<file path="src/rtl/nano_acc_core.sv">
module nano_acc_core #(
  parameter int PC_W = 10
) (
  input  logic            clk,
  input  logic            rst_n,
  input  logic            halt,
  output logic [PC_W-1:0] imem_addr,
  input  logic [15:0]     imem_data,
  output logic [7:0]      dmem_addr,
  input  logic [7:0]      dmem_rdata,
  output logic [7:0]      dmem_wdata,
  output logic            dmem_we
);

  localparam logic [PC_W-1:0] PC_ONE = 1;

  logic [PC_W-1:0] pc, pc_n, pc_inc, br_off;
  logic [7:0]      acc, xr, hr, a_n, x_n, h_n, wd, res, opnd, sq_src;
  logic            n_q, z_q, c_q, n_n, z_n, c_n, we, upd, take;
  logic [7:0]      op, arg;
  logic            idx, imm;
  logic [8:0]      sum9, diff9;
  logic [15:0]     sq;

  assign op  = imem_data[15:8];
  assign arg = imem_data[7:0];

  assign idx = (op == 8'hB5) || (op == 8'h95) || (op == 8'h75) ||
               (op == 8'h35) || (op == 8'h15) || (op == 8'h55);
  assign imm = (op == 8'hA9) || (op == 8'hA2) || (op == 8'h69) ||
               (op == 8'h29) || (op == 8'h09) || (op == 8'hC9);

  assign dmem_addr = idx ? arg + xr : arg;
  assign opnd      = imm ? arg : dmem_rdata;

  assign sum9   = {1'b0, acc} + {1'b0, opnd} + {8'b0, c_q};
  assign diff9  = {1'b0, acc} - {1'b0, opnd};
  assign sq_src = (op == 8'h49) ? acc : dmem_rdata;
  assign sq     = {8'b0, sq_src} * {8'b0, sq_src};

  assign pc_inc = pc + PC_ONE;
  assign br_off = {{(PC_W-8){arg[7]}}, arg};

  always_comb begin
    a_n = acc; x_n = xr; h_n = hr;
    c_n = c_q; n_n = n_q; z_n = z_q;
    we = 1'b0; wd = acc; res = 8'h00; upd = 1'b0; take = 1'b0;
    case (op)
      8'hA9, 8'hA5, 8'hB5: begin a_n = opnd; res = opnd; upd = 1'b1; end
      8'hA2, 8'hA6:        begin x_n = opnd; res = opnd; upd = 1'b1; end
      8'h85, 8'h95:        begin we = 1'b1; wd = acc; end
      8'h86:               begin we = 1'b1; wd = xr; end
      8'hAA:               begin x_n = acc; res = acc; upd = 1'b1; end
      8'h8A:               begin a_n = xr; res = xr; upd = 1'b1; end
      8'h69, 8'h65, 8'h75: begin
        a_n = sum9[7:0]; c_n = sum9[8]; res = sum9[7:0]; upd = 1'b1;
      end
      8'h29, 8'h25, 8'h35: begin a_n = acc & opnd; res = acc & opnd; upd = 1'b1; end
      8'h09, 8'h05, 8'h15: begin a_n = acc | opnd; res = acc | opnd; upd = 1'b1; end
      8'h0A: begin a_n = {acc[6:0], 1'b0}; c_n = acc[7]; res = {acc[6:0], 1'b0}; upd = 1'b1; end
      8'h4A: begin a_n = {1'b0, acc[7:1]}; c_n = acc[0]; res = {1'b0, acc[7:1]}; upd = 1'b1; end
      8'hC9, 8'hC5:        begin c_n = ~diff9[8]; res = diff9[7:0]; upd = 1'b1; end
      8'h49, 8'h45, 8'h55: begin
        a_n = sq[7:0]; h_n = sq[15:8]; res = sq[7:0]; upd = 1'b1;
      end
      8'h9B:               begin a_n = hr; res = hr; upd = 1'b1; end
      8'hE8:               begin x_n = xr + 8'd1; res = xr + 8'd1; upd = 1'b1; end
      8'hCA:               begin x_n = xr - 8'd1; res = xr - 8'd1; upd = 1'b1; end
      8'hE6: begin we = 1'b1; wd = dmem_rdata + 8'd1; res = dmem_rdata + 8'd1; upd = 1'b1; end
      8'hC6: begin we = 1'b1; wd = dmem_rdata - 8'd1; res = dmem_rdata - 8'd1; upd = 1'b1; end
      8'h18: c_n = 1'b0;
      8'h38: c_n = 1'b1;
      8'h10: take = ~n_q;
      8'h30: take = n_q;
      8'h90: take = ~c_q;
      8'hB0: take = c_q;
      8'hD0: take = ~z_q;
      8'hF0: take = z_q;
      8'h80: take = 1'b1;
      default: ;
    endcase
    if (upd) begin
      n_n = res[7];
      z_n = (res == 8'h00);
    end
  end

  assign pc_n = take ? pc_inc + br_off : pc_inc;

  always_ff @(posedge clk or negedge rst_n) begin
    if (!rst_n) begin
      pc <= '0; acc <= '0; xr <= '0; hr <= '0;
      n_q <= 1'b0; z_q <= 1'b0; c_q <= 1'b0;
    end else if (!halt) begin
      pc <= pc_n; acc <= a_n; xr <= x_n; hr <= h_n;
      n_q <= n_n; z_q <= z_n; c_q <= c_n;
    end
  end

  assign imem_addr  = pc;
  assign dmem_wdata = wd;
  assign dmem_we    = we & ~halt & rst_n;

endmodule

</file>
<file path="config.mk">
export PLATFORM = sky130hd
export DESIGN_NAME = nano_acc_core
export DESIGN_NICKNAME = d
export VERILOG_FILES = /design/src/rtl/nano_acc_core.sv
export SDC_FILE = /design/constraint.sdc
export NUM_CORES = 1
export LEC_CHECK = 0
export BUFFER_PORTS_ARGS = -buffer_cell sky130_fd_sc_hd__buf_2
export CELL_PAD_IN_SITES_DETAIL_PLACEMENT = 1
export CELL_PAD_IN_SITES_GLOBAL_PLACEMENT = 1
export CORE_MARGIN = 8
export CORE_UTILIZATION = 46
export DETAILED_ROUTE_END_ITERATION = 16
export PLACE_DENSITY = 0.82
export REMOVE_ABC_BUFFERS = 1
export SKIP_LAST_GASP = 1
export SLEW_MARGIN = 30
export SYNTH_ARGS = -nofsm -noshare
export SYNTH_HDL_FRONTEND = slang
export SYNTH_SLANG_ARGS = --single-unit
</file>
<file path="constraint.sdc">
create_clock -name clk -period 6.9 [get_ports clk]
set_clock_uncertainty 0.2 [all_clocks]
set_input_delay 0 -clock clk [delete_from_list [all_inputs] [get_ports clk]]
set_output_delay 0 -clock clk [all_outputs]
set_load 0.02 [all_outputs]
</file>
==> run metrics <==
status finished clean; leakage 3.33 nW; Detailed Route WL 24.3 mm; worst hold path depth 2; maximum achievable frequency 168 MHz; CP max stage delay 0.54 ns; Worst-Margin Slew 0.937 ns; clock-pin slew on the worst setup and hold paths 0.07 ns; GPL Wtd Cong 0.972; Synthesis Warnings 0; share of the synthesized area in the top cell type 13.6%; Clk Latency, worst-skew pair 0.29 ns; Initial Util 46.9%; Post-Syn Area 0.00679 mm²; cell count after synthesis 897; grt total ovfl 0; H-tree levels 2; Vias 7034; WL/cell 21.9 µm; # rows 44; post-synth top area cell dfrtp_1; R2R depth 18; Peak supply drop 0.129 mV; Max Buffers Root-to-Sink 2; final net count 1052; router iterations before antenna repair 5; sequential area share after synthesis 13.6%; Setup Crit Path Kind flip-flop to flip-flop; largest net degree at the start of global routing 39; setup bufs post-CTS 0; drt first-iter violations 670; final setup vio count 0; Routed Antenna Nets 0; hold endpoint imem_addr[4]; Synth area leaders dfrtp_1 (14%), ha_1 (13%), fa_1 (8.5%), a21oi_1 (6.2%), nor2_1 (5.4%); TritonCTS clock tree yes; Setup TNS 0 ns; share of cells above drive strength 1 11.6%; core area 0.0145 mm²; DIE HEIGHT 138 µm; CP Cell Sequence inv_1, nor2_1, a21oi_1, nor2_1, fa_1, fa_1, inv_1, fa_1, inv_1, fa_1, ha_1, or2_2, o31a_1, a311oi_1, o21bai_1, a21oi_1, xor2_1, o21ai_0; MaxCap Viol Count 0; Startpoint Class flip-flop; Area growth syn-to-layout 9.15%; io pins 54; Largest delay share family, worst path adder cells; die width 138 µm; final core utilization 51.2%; EDFF count, synth 0; most instantiated library cell after synthesis nor2_1; Synth Area per Inst 7.57 µm²; max-slew violations 0; Die Area 0.0189 mm²; synth unique cells 73; vias in the first global route 7117; Slowest-stage cell, CP fa_1; antenna cell count 0; post-synthesis async set-or-reset flop share 100%; final period utilization 86.2%; pwr dens 276 mW/mm²; reg-to-reg endpoint hr[6]; drt drc 0; clock sink total 37; crit-path max FO 9; reg2reg setup slack 0.95 ns; most frequent cells after synthesis nor2_1 (97), a21oi_1 (84), inv_1 (78); Worst slew margin 37.0%; ys flop type dfrtp_1; Crit path buffers/inverters 3; Worst setup EP type flip-flop; port bufs 53; All-Layer GR Usage 26.3%; Critical Path AT 5.90 ns; first-pass GRT wire length 39.1 mm; RSZ-0062 raised after global routing no; pre-CTS setup slack 0.741 ns; worst setup margin 0.950 ns; Reg-to-Reg Start acc[1]; fin crit period 5.95 ns; Seq cells post-synth 37; CP most frequent cell fa_1; vias per inst 6.35; CTS Buf Count 5; antenna violations before repair 0; min-delay src halt; worst min path class primary input to flip-flop; Hold Fails Final Rpt 0; CTS root buf clkbuf_16; placed wire-length estimate 19.2 mm; Worst Path Required 6.85 ns
stage by stage:
step / hold WS (ns) / cells / instance area [µm²] / total power [mW]
floorplan: -0.496 / 850 / 6600 / 1.33
global placement: -0.100 / 1099 / 7200 / 1.67
detailed placement: -0.0969 / 1099 / 7210 / 1.72
CTS: 0.00319 / 1108 / 7410 / 2.04
global route: 0.0192 / 1108 / 7410 / 2.22
finish: 0.0146 / 1108 / 7410 / 2.04
power breakdown:
| group | switching, mW | internal [mW] | leakage (nW) |
|---|---|---|---|
| Clock | 0.100 | 0.207 | 0.0938 |
| Combinational | 0.739 | 0.543 | 2.78 |
| Sequential | 0.166 | 0.289 | 0.458 |
| Total | 1.01 | 1.04 | 3.33 |
metal layers:
layer  vias to the layer above  track usage [%]  part of all wire, %
met5                         -                0                    0
met4                         0             8.69                  2.8
met3                        55             3.17                  8.6
met2                       341             42.6                   46
met1                      3389             35.3                   43
li1                       3249                -                    -
cell usage in the layout, fill, tap and decap left out, drive strengths merged, types with 4 or more instances in the layout:
cell	count
a31oi	9
inv	78
mux2i	15
nand2b	15
nor2	97
a22oi	5
nor2b	12
nor3	23
nand4	4
a21oi	84
and3	5
ha	73
a221o	11
clkbuf	5
dfrtp	37
or4	5
mux2	7
o21ai	63
nor4	14
o21a	4
a21o	9
xnor2	30
buf	65
a211oi	6
a221oi	12
nand3	14
fa	29
or3	5
o21bai	7
nand2	57
nor3b	6
o211ai	6
o221ai	4
or2	16
o31a	4
a311oi	4
xor2	26
worst max path at each step:
stage / cells after the start / end / startpoint
2_1_floorplan: 19 / hr[6] / imem_data[13]
3_3_place_gp: 19 / hr[6] / imem_data[12]
3_5_place_dp: 23 / hr[7] / imem_data[12]
4_1_cts: 18 / hr[6] / acc[1]
5_1_grt: 23 / hr[7] / imem_data[12]
6_report: 18 / hr[6] / acc[1]
layout make-up:
class,count,area [µm²]
flip-flops and latches,37,926
inverters,79,297
clock buffers,5,125
multi-input cells,734,5410
repair buffers,66,365
well taps,184,230
fillers,1841,7060
clock inverters,3,65.1
kinds of logic after synthesis:
family | synth area share [%]
buf+inv | 7.20
compound gates | 25.1
fa+ha+maj | 22.0
mux | 3.55
simple gates | 21.3
xor+xnor | 7.22
flops | 13.6
registers in the layout (all words and copies together), names as in the netlist:
register   flops
imem_addr     10
acc            8
hr             8
xr             8
c_q            1
n_q            1
z_q            1
what timing repair did:
| action | CTS | global route |
|---|---|---|
| resized for setup | 0 | 0 |
| hold buffers | 1 | 0 |
| hold endpoints to repair | 37 | 0 |
Power figures use the tool's default switching activity.
